## config.mk

```make
export PLATFORM = sky130hd
export DESIGN_NAME = cvt_bus_ctrl
export DESIGN_NICKNAME = d
export VERILOG_FILES = /design/src/rtl/cvt_bus_pkg.sv /design/src/rtl/cvt_sync.sv /design/src/rtl/cvt_timer.sv /design/src/rtl/cvt_fsm.sv /design/src/rtl/cvt_bus_ctrl.sv
export SDC_FILE = /design/constraint.sdc
export NUM_CORES = 1
export LEC_CHECK = 0
export CAP_MARGIN = 10
export CORE_MARGIN = 5
export CORE_UTILIZATION = 40
export CTS_CLUSTER_SIZE = 24
export DETAILED_ROUTE_END_ITERATION = 8
export PLACE_DENSITY = 0.65
export SLEW_MARGIN = 20
export SYNTH_ARGS = -nofsm -noshare
export SYNTH_HDL_FRONTEND = slang
export SYNTH_SLANG_ARGS = --single-unit
```

## constraint.sdc

```tcl
create_clock -name clk -period 1.7 [get_ports clk]
set_input_delay 0.34 -clock clk [delete_from_list [all_inputs] [get_ports clk]]
set_output_delay 0.34 -clock clk [all_outputs]
set_load 0.01 [all_outputs]
```

## src/rtl/cvt_bus_pkg.sv

```systemverilog
// Package: shared types and strobe indices for the converter bus controller.
// Assumes: strobes are sampled as one vector in the index order below.
package cvt_bus_pkg;

    localparam int STROBE_N = 4;
    localparam int IDX_CS   = 0;
    localparam int IDX_WR   = 1;
    localparam int IDX_RD   = 2;
    localparam int IDX_MODE = 3;

    // Reset level of each synchroniser chain: strobes idle high, mode idles low.
    localparam logic [STROBE_N-1:0] STROBE_RST = 4'b0111;

    typedef enum logic [2:0] {
        ST_IDLE,
        ST_WR_LOW,
        ST_WR_WAIT,
        ST_WR_PEND,
        ST_RD_CONV
    } cvt_state_e;

endpackage

```

## src/rtl/cvt_sync.sv

```systemverilog
// Module: cvt_sync
// Brings N asynchronous pins into the clock domain through STAGES flops each,
// then reports the level and one-cycle rise and fall flags of the synced value.
// Assumes: STAGES >= 2; RST_VAL gives the idle level of each pin.
module cvt_sync #(
    parameter int N      = 4,
    parameter int STAGES = 2,
    parameter logic [N-1:0] RST_VAL = '1
) (
    input  logic         clk,
    input  logic         rst_n,
    input  logic [N-1:0] pin,
    output logic [N-1:0] lvl,
    output logic [N-1:0] rise,
    output logic [N-1:0] fall
);

    generate
        for (genvar i = 0; i < N; i++) begin : g_bit
            logic [STAGES:0] chain;

            // Shift the pin through the synchroniser plus one history flop.
            always_ff @(posedge clk) begin
                if (!rst_n) chain <= {(STAGES+1){RST_VAL[i]}};
                else        chain <= {chain[STAGES-1:0], pin[i]};
            end

            assign lvl[i]  = chain[STAGES-1];
            assign rise[i] = chain[STAGES-1] & ~chain[STAGES];
            assign fall[i] = ~chain[STAGES-1] & chain[STAGES];
        end
    endgenerate

endmodule

```

## src/rtl/cvt_timer.sv

```systemverilog
// Module: cvt_timer
// Counts cycles while run is high and flags the cycle in which the count
// reaches CYC-1. The count clears whenever run is low.
// Assumes: CYC >= 2.
module cvt_timer #(
    parameter int CYC = 100
) (
    input  logic clk,
    input  logic rst_n,
    input  logic run,
    output logic expire
);

    localparam int CW = $clog2(CYC + 1);

    logic [CW-1:0] cnt;

    // Advance while running; rest at zero otherwise.
    always_ff @(posedge clk) begin
        if (!rst_n || !run) cnt <= '0;
        else if (!expire)   cnt <= cnt + 1'b1;
    end

    assign expire = run && (cnt == CW'(CYC - 1));

endmodule

```

## src/rtl/cvt_fsm.sv

```systemverilog
// Module: cvt_fsm
// Protocol sequencer: issues engine starts, holds the engine result, moves it
// into the output latch, and drives the interrupt and ready requests.
// Assumes: all strobe inputs are already synchronised with edge flags.
module cvt_fsm
    import cvt_bus_pkg::*;
#(
    parameter int DATA_W = 8
) (
    input  logic              clk,
    input  logic              rst_n,
    input  logic              cs_s,
    input  logic              mode_s,
    input  logic              cs_fall,
    input  logic              cs_rise,
    input  logic              wr_fall,
    input  logic              wr_rise,
    input  logic              rd_fall,
    input  logic              rd_rise,
    input  logic              tmo,
    input  logic              conv_done,
    input  logic [DATA_W-1:0] conv_code,
    input  logic              conv_ovf,
    output logic              timer_run,
    output logic              conv_start,
    output logic              int_n,
    output logic              rdy_pull,
    output logic [DATA_W-1:0] res_code,
    output logic              res_ovf
);

    cvt_state_e        state, nxt;
    logic              start_c, latch_c, set_rdy;
    logic              res_rdy, start_q, int_q, rdy_q;
    logic [DATA_W-1:0] hold_code, out_code;
    logic              hold_ovf, out_ovf;

    // Next-state, start and latch decisions.
    always_comb begin
        nxt       = state;
        start_c   = 1'b0;
        latch_c   = 1'b0;
        timer_run = 1'b0;
        case (state)
            ST_IDLE: begin
                if (!cs_s && mode_s && wr_fall) begin
                    start_c = 1'b1;
                    nxt     = ST_WR_LOW;
                end else if (!cs_s && !mode_s && rd_fall) begin
                    start_c = 1'b1;
                    nxt     = ST_RD_CONV;
                end
            end
            ST_WR_LOW: begin
                if (wr_rise) nxt = ST_WR_WAIT;
            end
            ST_WR_WAIT: begin
                timer_run = 1'b1;
                if ((rd_fall && !cs_s) || tmo) begin
                    if (res_rdy) begin
                        latch_c = 1'b1;
                        nxt     = ST_IDLE;
                    end else begin
                        nxt = ST_WR_PEND;
                    end
                end
            end
            ST_WR_PEND, ST_RD_CONV: begin
                if (res_rdy) begin
                    latch_c = 1'b1;
                    nxt     = ST_IDLE;
                end
            end
            default: nxt = ST_IDLE;
        endcase
    end

    assign set_rdy = (state == ST_IDLE) && !mode_s && cs_fall;

    // State, start pulse and engine result holding register.
    always_ff @(posedge clk) begin
        if (!rst_n) begin
            state     <= ST_IDLE;
            start_q   <= 1'b0;
            res_rdy   <= 1'b0;
            hold_code <= '0;
            hold_ovf  <= 1'b0;
        end else begin
            state   <= nxt;
            start_q <= start_c;
            if (conv_done) begin
                res_rdy   <= 1'b1;
                hold_code <= conv_code;
                hold_ovf  <= conv_ovf;
            end else if (start_c) begin
                res_rdy <= 1'b0;
            end
        end
    end

    // Output latch, interrupt and ready request.
    always_ff @(posedge clk) begin
        if (!rst_n) begin
            out_code <= '0;
            out_ovf  <= 1'b0;
            int_q    <= 1'b1;
            rdy_q    <= 1'b0;
        end else if (latch_c) begin
            out_code <= hold_code;
            out_ovf  <= hold_ovf;
            int_q    <= 1'b0;
            rdy_q    <= 1'b0;
        end else begin
            if (rd_rise || cs_rise) int_q <= 1'b1;
            if (mode_s)             rdy_q <= 1'b0;
            else if (set_rdy)       rdy_q <= 1'b1;
        end
    end

    assign conv_start = start_q;
    assign int_n      = int_q;
    assign rdy_pull   = rdy_q;
    assign res_code   = out_code;
    assign res_ovf    = out_ovf;

endmodule

```

## src/rtl/cvt_bus_ctrl.sv

```systemverilog
// Module: cvt_bus_ctrl (top)
// Converter bus interface controller. It synchronises the bus strobes, times
// the write-then-read window and sequences conversions in either protocol.
// Assumes: pads are outside; db_oe and rdy_pull are pad enables.
module cvt_bus_ctrl
    import cvt_bus_pkg::*;
#(
    parameter int DATA_W      = 8,
    parameter int TMO_CYC     = 100,
    parameter int SYNC_STAGES = 2
) (
    input  logic              clk,
    input  logic              rst_n,
    input  logic              cs_n,
    input  logic              wr_n,
    input  logic              rd_n,
    input  logic              mode,
    output logic              conv_start,
    input  logic              conv_done,
    input  logic [DATA_W-1:0] conv_code,
    input  logic              conv_ovf,
    output logic [DATA_W-1:0] db_out,
    output logic              db_oe,
    output logic              rdy_pull,
    output logic              int_n,
    output logic              ovf_out
);

    logic [STROBE_N-1:0] pins, lvl, rise, fall;
    logic                tmo, timer_run;

    assign pins[IDX_CS]   = cs_n;
    assign pins[IDX_WR]   = wr_n;
    assign pins[IDX_RD]   = rd_n;
    assign pins[IDX_MODE] = mode;

    cvt_sync #(
        .N      (STROBE_N),
        .STAGES (SYNC_STAGES),
        .RST_VAL(STROBE_RST)
    ) u_sync (
        .clk  (clk),
        .rst_n(rst_n),
        .pin  (pins),
        .lvl  (lvl),
        .rise (rise),
        .fall (fall)
    );

    cvt_timer #(
        .CYC(TMO_CYC)
    ) u_timer (
        .clk   (clk),
        .rst_n (rst_n),
        .run   (timer_run),
        .expire(tmo)
    );

    cvt_fsm #(
        .DATA_W(DATA_W)
    ) u_fsm (
        .clk       (clk),
        .rst_n     (rst_n),
        .cs_s      (lvl[IDX_CS]),
        .mode_s    (lvl[IDX_MODE]),
        .cs_fall   (fall[IDX_CS]),
        .cs_rise   (rise[IDX_CS]),
        .wr_fall   (fall[IDX_WR]),
        .wr_rise   (rise[IDX_WR]),
        .rd_fall   (fall[IDX_RD]),
        .rd_rise   (rise[IDX_RD]),
        .tmo       (tmo),
        .conv_done (conv_done),
        .conv_code (conv_code),
        .conv_ovf  (conv_ovf),
        .timer_run (timer_run),
        .conv_start(conv_start),
        .int_n     (int_n),
        .rdy_pull  (rdy_pull),
        .res_code  (db_out),
        .res_ovf   (ovf_out)
    );

    // Pad enable: both strobes low; read-only mode also needs a latched result.
    assign db_oe = !cs_n && !rd_n && (lvl[IDX_MODE] || !int_n);

endmodule

```

[After elaboration in Yosys (flattened, before gate mapping)]
Index checks and enable logic that the tools add are counted.
Word-level totals
  flip-flop bits (word level): 43
  output and inout bits: 13
  bits of input ports: 16
Operators by class
  muxes and demuxes: 18
  reduce and logical (&&, ||, !) cells: 27
  $add $sub $neg: 1
  bitwise operators: 13
  eq/ne operators: 9
Operators with widths (count)
  2-to-1 mux 3 bit: 5
  case mux 3 bit (4 select lines): 1
  logical AND 1 bit: 10
  2-to-1 mux 1 bit: 10
  adder 7 x 1 -> 7 bit, second input constant: 1
  == test 7 bit, second input constant: 1
  zero test 1 bit: 7
  NOT 1 bit: 7
  AND 1 bit: 6
  == test 3 x 2 -> 1 bit, second input constant: 2
  != test 2 x 1 -> 1 bit, second input constant: 3
  logical OR 1 bit: 4
  AND reduction 4 bit: 1
  nonzero test 2 bit: 2
  == test 3 x 1 -> 1 bit, second input constant: 1
  == test 3 bit, second input constant: 1
  zero test 3 bit: 1
  != test 3 x 1 -> 1 bit, second input constant: 1
  OR reduction 3 bit: 1
  2-to-1 mux 2 bit: 1
  case mux 1 bit (2 select lines): 1
  OR reduction 2 bit: 1

[Depth between registers and ports, before layout]
  depth after elaboration: 8
  mapped depth: 6

[Hierarchy]
A second synthesis with hierarchy kept.
Unflattened totals
  cell total of the unflattened synthesis: 188
  area total of the unflattened synthesis: 1828.0 sq um
By module, submodules not included
  cvt_fsm: times used 1, cells each 114, area an instance 1077.3 sq um
  cvt_sync: times used 1, cells each 37, area an instance 406.6 sq um
  cvt_timer: times used 1, cells each 35, area an instance 327.8 sq um
  cvt_bus_ctrl: times used 1, cells each 2, area an instance 16.3 sq um

[Worst setup path after synthesis]
No wires, ideal clock.
  kind: register to register
  start: register u_timer.cnt[0]
  end: register u_fsm.out_code[0], in the netlist u_fsm.res_code[0]
  cell stages (with the launch flop): 7
  arrival: 1.436 ns
  path buffers: 1
  setup slack: 0.193 ns
  path through: dfxtp_1 -> ha_1 -> nand2_1 -> nor4_4 -> a211o_4 -> buf_12 -> mux2i_1
Between the ends
  word-level cells in the longest chain between the ends: 5
RTL lines
  from (decl): line cvt_timer.sv:16  | logic [CW-1:0] cnt;
  from (signal assigned): line cvt_timer.sv:21  | else if (!expire) cnt <= cnt + 1'b1;
  == test 7 bit: line cvt_timer.sv:24  | assign expire = run && (cnt == CW'(CYC - 1));
  logical AND 1 bit: line cvt_timer.sv:24
  logical OR 1 bit: line cvt_fsm.sv:59  | if ((rd_fall && !cs_s) || tmo) begin
  2-to-1 mux 1 bit: line cvt_fsm.sv:59
  case mux 1 bit (2 select lines): line cvt_fsm.sv:44  | case (state)
  to (signal assigned): line cvt_fsm.sv:109  | out_code <= hold_code;
  to (decl): line cvt_fsm.sv:35  | logic [DATA_W-1:0] hold_code, out_code;
Every way passes these cells.
A chain may end at the register's enable or synchronous reset.

[Worst setup path after layout]
  start: input port cs_n
  end: output port db_oe
Between the ends
  word-level cells in the longest chain between the ends: 3
RTL lines
  from (decl): line cvt_bus_ctrl.sv:14  | input logic cs_n,
  zero test 1 bit: line cvt_bus_ctrl.sv:85  | assign db_oe = !cs_n && !rd_n && (lvl[IDX_MODE] || !int_n);
  logical AND 1 bit (2 in a row): line cvt_bus_ctrl.sv:85
  to (decl): line cvt_bus_ctrl.sv:23  | output logic db_oe,
Every way passes these cells.

==> qor.json <==
{
  "drt": {
    "first_pass_iters": 4,
    "drt_iter0_drc": 57,
    "wl_per_cell_um": 12.51,
    "detail_route.wirelength_um": 3165,
    "drc_errors": 0,
    "antenna_violating_nets_post_route": 0,
    "vias_per_std_cell": 4.877,
    "num_vias": 1234
  },
  "power": {
    "vdd_drop_max_mv": 0.5798,
    "static-leakage-power_nw": 0.7747,
    "powerDensity_nw_per_um2": 845.2
  },
  "placement": {
    "dp_hpwl_um": 2334,
    "port-buffer-count": 28,
    "routability_congestion_estimate": 0.7858,
    "postPlaceCellArea_um2": 1996,
    "setup_slack_at_placement_ps": -230.2
  },
  "min_path": {
    "holdCritPathClass": "register to register",
    "min-delay-start": "u_sync.g_bit[1].chain[0]",
    "hold_depth": 1,
    "hold-path-endpoint": "u_sync.g_bit[1].chain[1]"
  },
  "synth": {
    "synth-edff-count": 0,
    "ys_types": 37,
    "post-synth-top-area-fraction_pct": 51.34,
    "synth.yosys.warnings": 0,
    "netlist_top_cells_area": "dfxtp_1 51%, mux2i_1 12%, nand2_1 5.6%",
    "ys_seq_area_share_pct": 51.34,
    "postSynth.asyncResetShare_pct": 0,
    "synth_flop_cell": "dfxtp_1",
    "synth_largest_area_cell": "dfxtp_1",
    "netlist_area_um2": 1677,
    "ys_ff_latch": 43,
    "post_synth.cell_area_avg_um2": 9.748,
    "yosysMostFrequentCell": "dfxtp_1",
    "post_synth_most_frequent_cells": "43 x dfxtp_1, 25 x nand2_1, 24 x nor2_1",
    "synth_cells": 172,
    "synth_fp_nets": 189
  },
  "clock_tree": {
    "clk_transition_reported_paths_ps": 70,
    "tritoncts_num_sinks": 43,
    "clock_tree.root_cell": "clkbuf_8",
    "cts_buffer_depth": 2,
    "cts.htree.levels": 2,
    "clkLatencyLatePin_ps": 290,
    "clock_tree_from_tritoncts": "yes",
    "cts_post_setup_buffers_inserted": 0,
    "cts_inserted_buffers": 5
  },
  "critical_path": {
    "cp_data_required_time_ps": 1360,
    "critical_path.max_fanout": 2,
    "worst_case_register_to_register_setup_slack_ps": 130,
    "worst-setup-path-type": "input pin to output port",
    "timing.critical_path.max_delay_family": "buffers and inverters",
    "timing.critical_path.cells": "clkdlybuf4s50_1 -> a211oi_1 -> dlygate4sd2_1",
    "worst-endpoint-arrival_ps": 1290,
    "r2r-end": "u_fsm.rdy_pull",
    "slowest_stage": "clkdlybuf4s50_1",
    "timing.rr.start": "u_timer.cnt[0]",
    "critical_path.max_stage_delay_ps": 410,
    "critPathLaunchType": "input pin",
    "critical_path.endpoint_type": "output port",
    "path_buf_inv": 2,
    "worst_r2r_path_depth": 5
  },
  "finish": {
    "layout.filler_cells": 364,
    "antenna_cells": 0,
    "final_stage_net_count": 219,
    "post-route-cell-area_um2": 2081,
    "post_route_cells_drive_above_1_share_pct": 7.389,
    "layout-area-overhead-vs-synth_pct": 24.10
  },
  "sta": {
    "tightestPinTransition_ps": 383.2,
    "maximum_clock_rate_mhz": 615.1,
    "setup-violations-final": 0,
    "hold-worst-slack_ps": 418.7,
    "grt_setup_unrepaired": "no",
    "slew_viol_final": 0,
    "post-route-min-period_ps": 1626,
    "fin_ws_ps": 74.20,
    "timing.final.hold_violations": 0,
    "worst_slew_margin_rel_pct": 74.09,
    "post-route-period-util_pct": 95.64,
    "fin_worst_skew_ps": 8.951
  },
  "flow_run": {
    "maxCapViolations": 0
  },
  "floorplanning": {
    "coreArea_um2": 4029,
    "die-area_um2": 5586,
    "floorplan.initialDensity_pct": 41.61,
    "die_height_um": 74.74,
    "io_pins": 29,
    "die_x_um": 74.74,
    "row_count": 23
  },
  "global_routing": {
    "grt_max_degree": 31,
    "antenna_found_initial": 0,
    "grtUsageTotal_pct": 12.91,
    "grt_pass1_wl_um": 5471,
    "grt_overflow": 0,
    "number_of_global_route_vias_before_repair": 1253
  },
  "outcome": {
    "outcome": "complete, no violations"
  }
}
[worst max path at each step]
| stage | startpoint | to | slack, ps | cells after the start |
|---|---|---|---|---|
| final | cs_n | db_oe | 70 | 3 |
| after global routing | u_timer.cnt[0] | u_fsm.rdy_pull | 7 | 5 |
| after CTS | cs_n | db_oe | 70 | 3 |
| after detailed placement | cs_n | db_oe | -230 | 3 |
| after global placement | cs_n | db_oe | -170 | 3 |
| after floorplan | u_timer.cnt[0] | u_fsm.res_code[0] | 190 | 6 |
[cell usage in the layout (no fill, tap or decap), drive strengths merged, types with 3 or more instances in the layout]
cell	Yosys	routed
dfxtp	43	43
clkdlybuf4s50	0	27
nand2	25	25
nor2	24	24
mux2i	20	20
nand2b	8	8
clkbuf	6	7
inv	5	5
buf	3	4
nand3	3	3
xor2	3	3
nor3	3	3
nor4	3	3
o21ai	3	3
[worst reg2reg max path, stage by stage, from the launching register on]
cell     delay [ps]
dfxtp_1         350
ha_1            260
nand2_1         170
nor4_4           60
a211o_4         430
nor4_1          230
[kinds of logic after synthesis]
group | share of synthesized area, %
compound gates | 5.523
xor+xnor | 2.612
fa+ha+maj | 0.7461
buf+inv | 4.328
flops | 51.34
mux | 12.61
simple gates | 22.84
[layout make-up]
type | instances | area, um^2 | area share [%]
Sequential cell | 43 | 860.8 | 41.37
Multi-Input combinational cell | 115 | 748.2 | 35.96
Timing Repair Buffer | 32 | 309.0 | 14.85
Clock buffer | 7 | 76.32 | 3.668
Tap cell | 50 | 62.56 | 3.007
Inverter | 5 | 18.77 | 0.9020
Clock inverter | 1 | 5.005 | 0.2405
[sequential cells by signal (all words and copies together) (netlist names)]
name	cells
u_fsm.conv_start	1
u_fsm.hold_code	8
u_fsm.hold_ovf	1
u_fsm.int_n	1
u_fsm.rdy_pull	1
u_fsm.res_code	8
u_fsm.res_ovf	1
u_fsm.res_rdy	1
u_fsm.state	3
u_sync.g_bit.chain	11
u_timer.cnt	7
[through the flow]
stage | total power [mW] | instances | utilization [%] | TNS (ps)
2_1_floorplan | 1.124 | 172 | - | 0
3_3_place_gp | 1.177 | 245 | 49.53 | -170.0
3_5_place_dp | 1.181 | 245 | 49.53 | -230.2
4_1_cts | 1.793 | 253 | 51.52 | 0
5_1_grt | 1.848 | 253 | 51.65 | 0
6_report | 1.759 | 253 | 51.65 | 0
[report_power, final]
| part | internal (mW) | total (mW) | leakage (nW) | switching (mW) |
|---|---|---|---|---|
| combinational | 0.0624 | 0.107 | 0.382 | 0.0443 |
| sequential | 1.03 | 1.05 | 0.351 | 0.0162 |
| clock | 0.288 | 0.602 | 0.0422 | 0.314 |
| total | 1.38 | 1.76 | 0.775 | 0.375 |
[timing repair]
| action | in CTS | in global routing |
|---|---|---|
| gates cloned | 0 | 0 |
| gates resized for setup | 1 | 1 |
| setup endpoints to repair | 1 | 5 |
| hold buffers | 0 | 0 |
| pin swaps | 0 | 0 |
[metal layers]
metal | vias up | share of wire (%) | wire, um | track usage, %
met3 | 7 | 4.0 | 126 | 5.207
li1 | 640 | - | - | -
met5 | - | 0 | 0 | 0
met4 | 0 | 1.4 | 44 | 4.150
met1 | 565 | 46 | 1442 | 15.09
met2 | 22 | 49 | 1551 | 21.66
No activity file was read; power rests on OpenSTA's default activity.
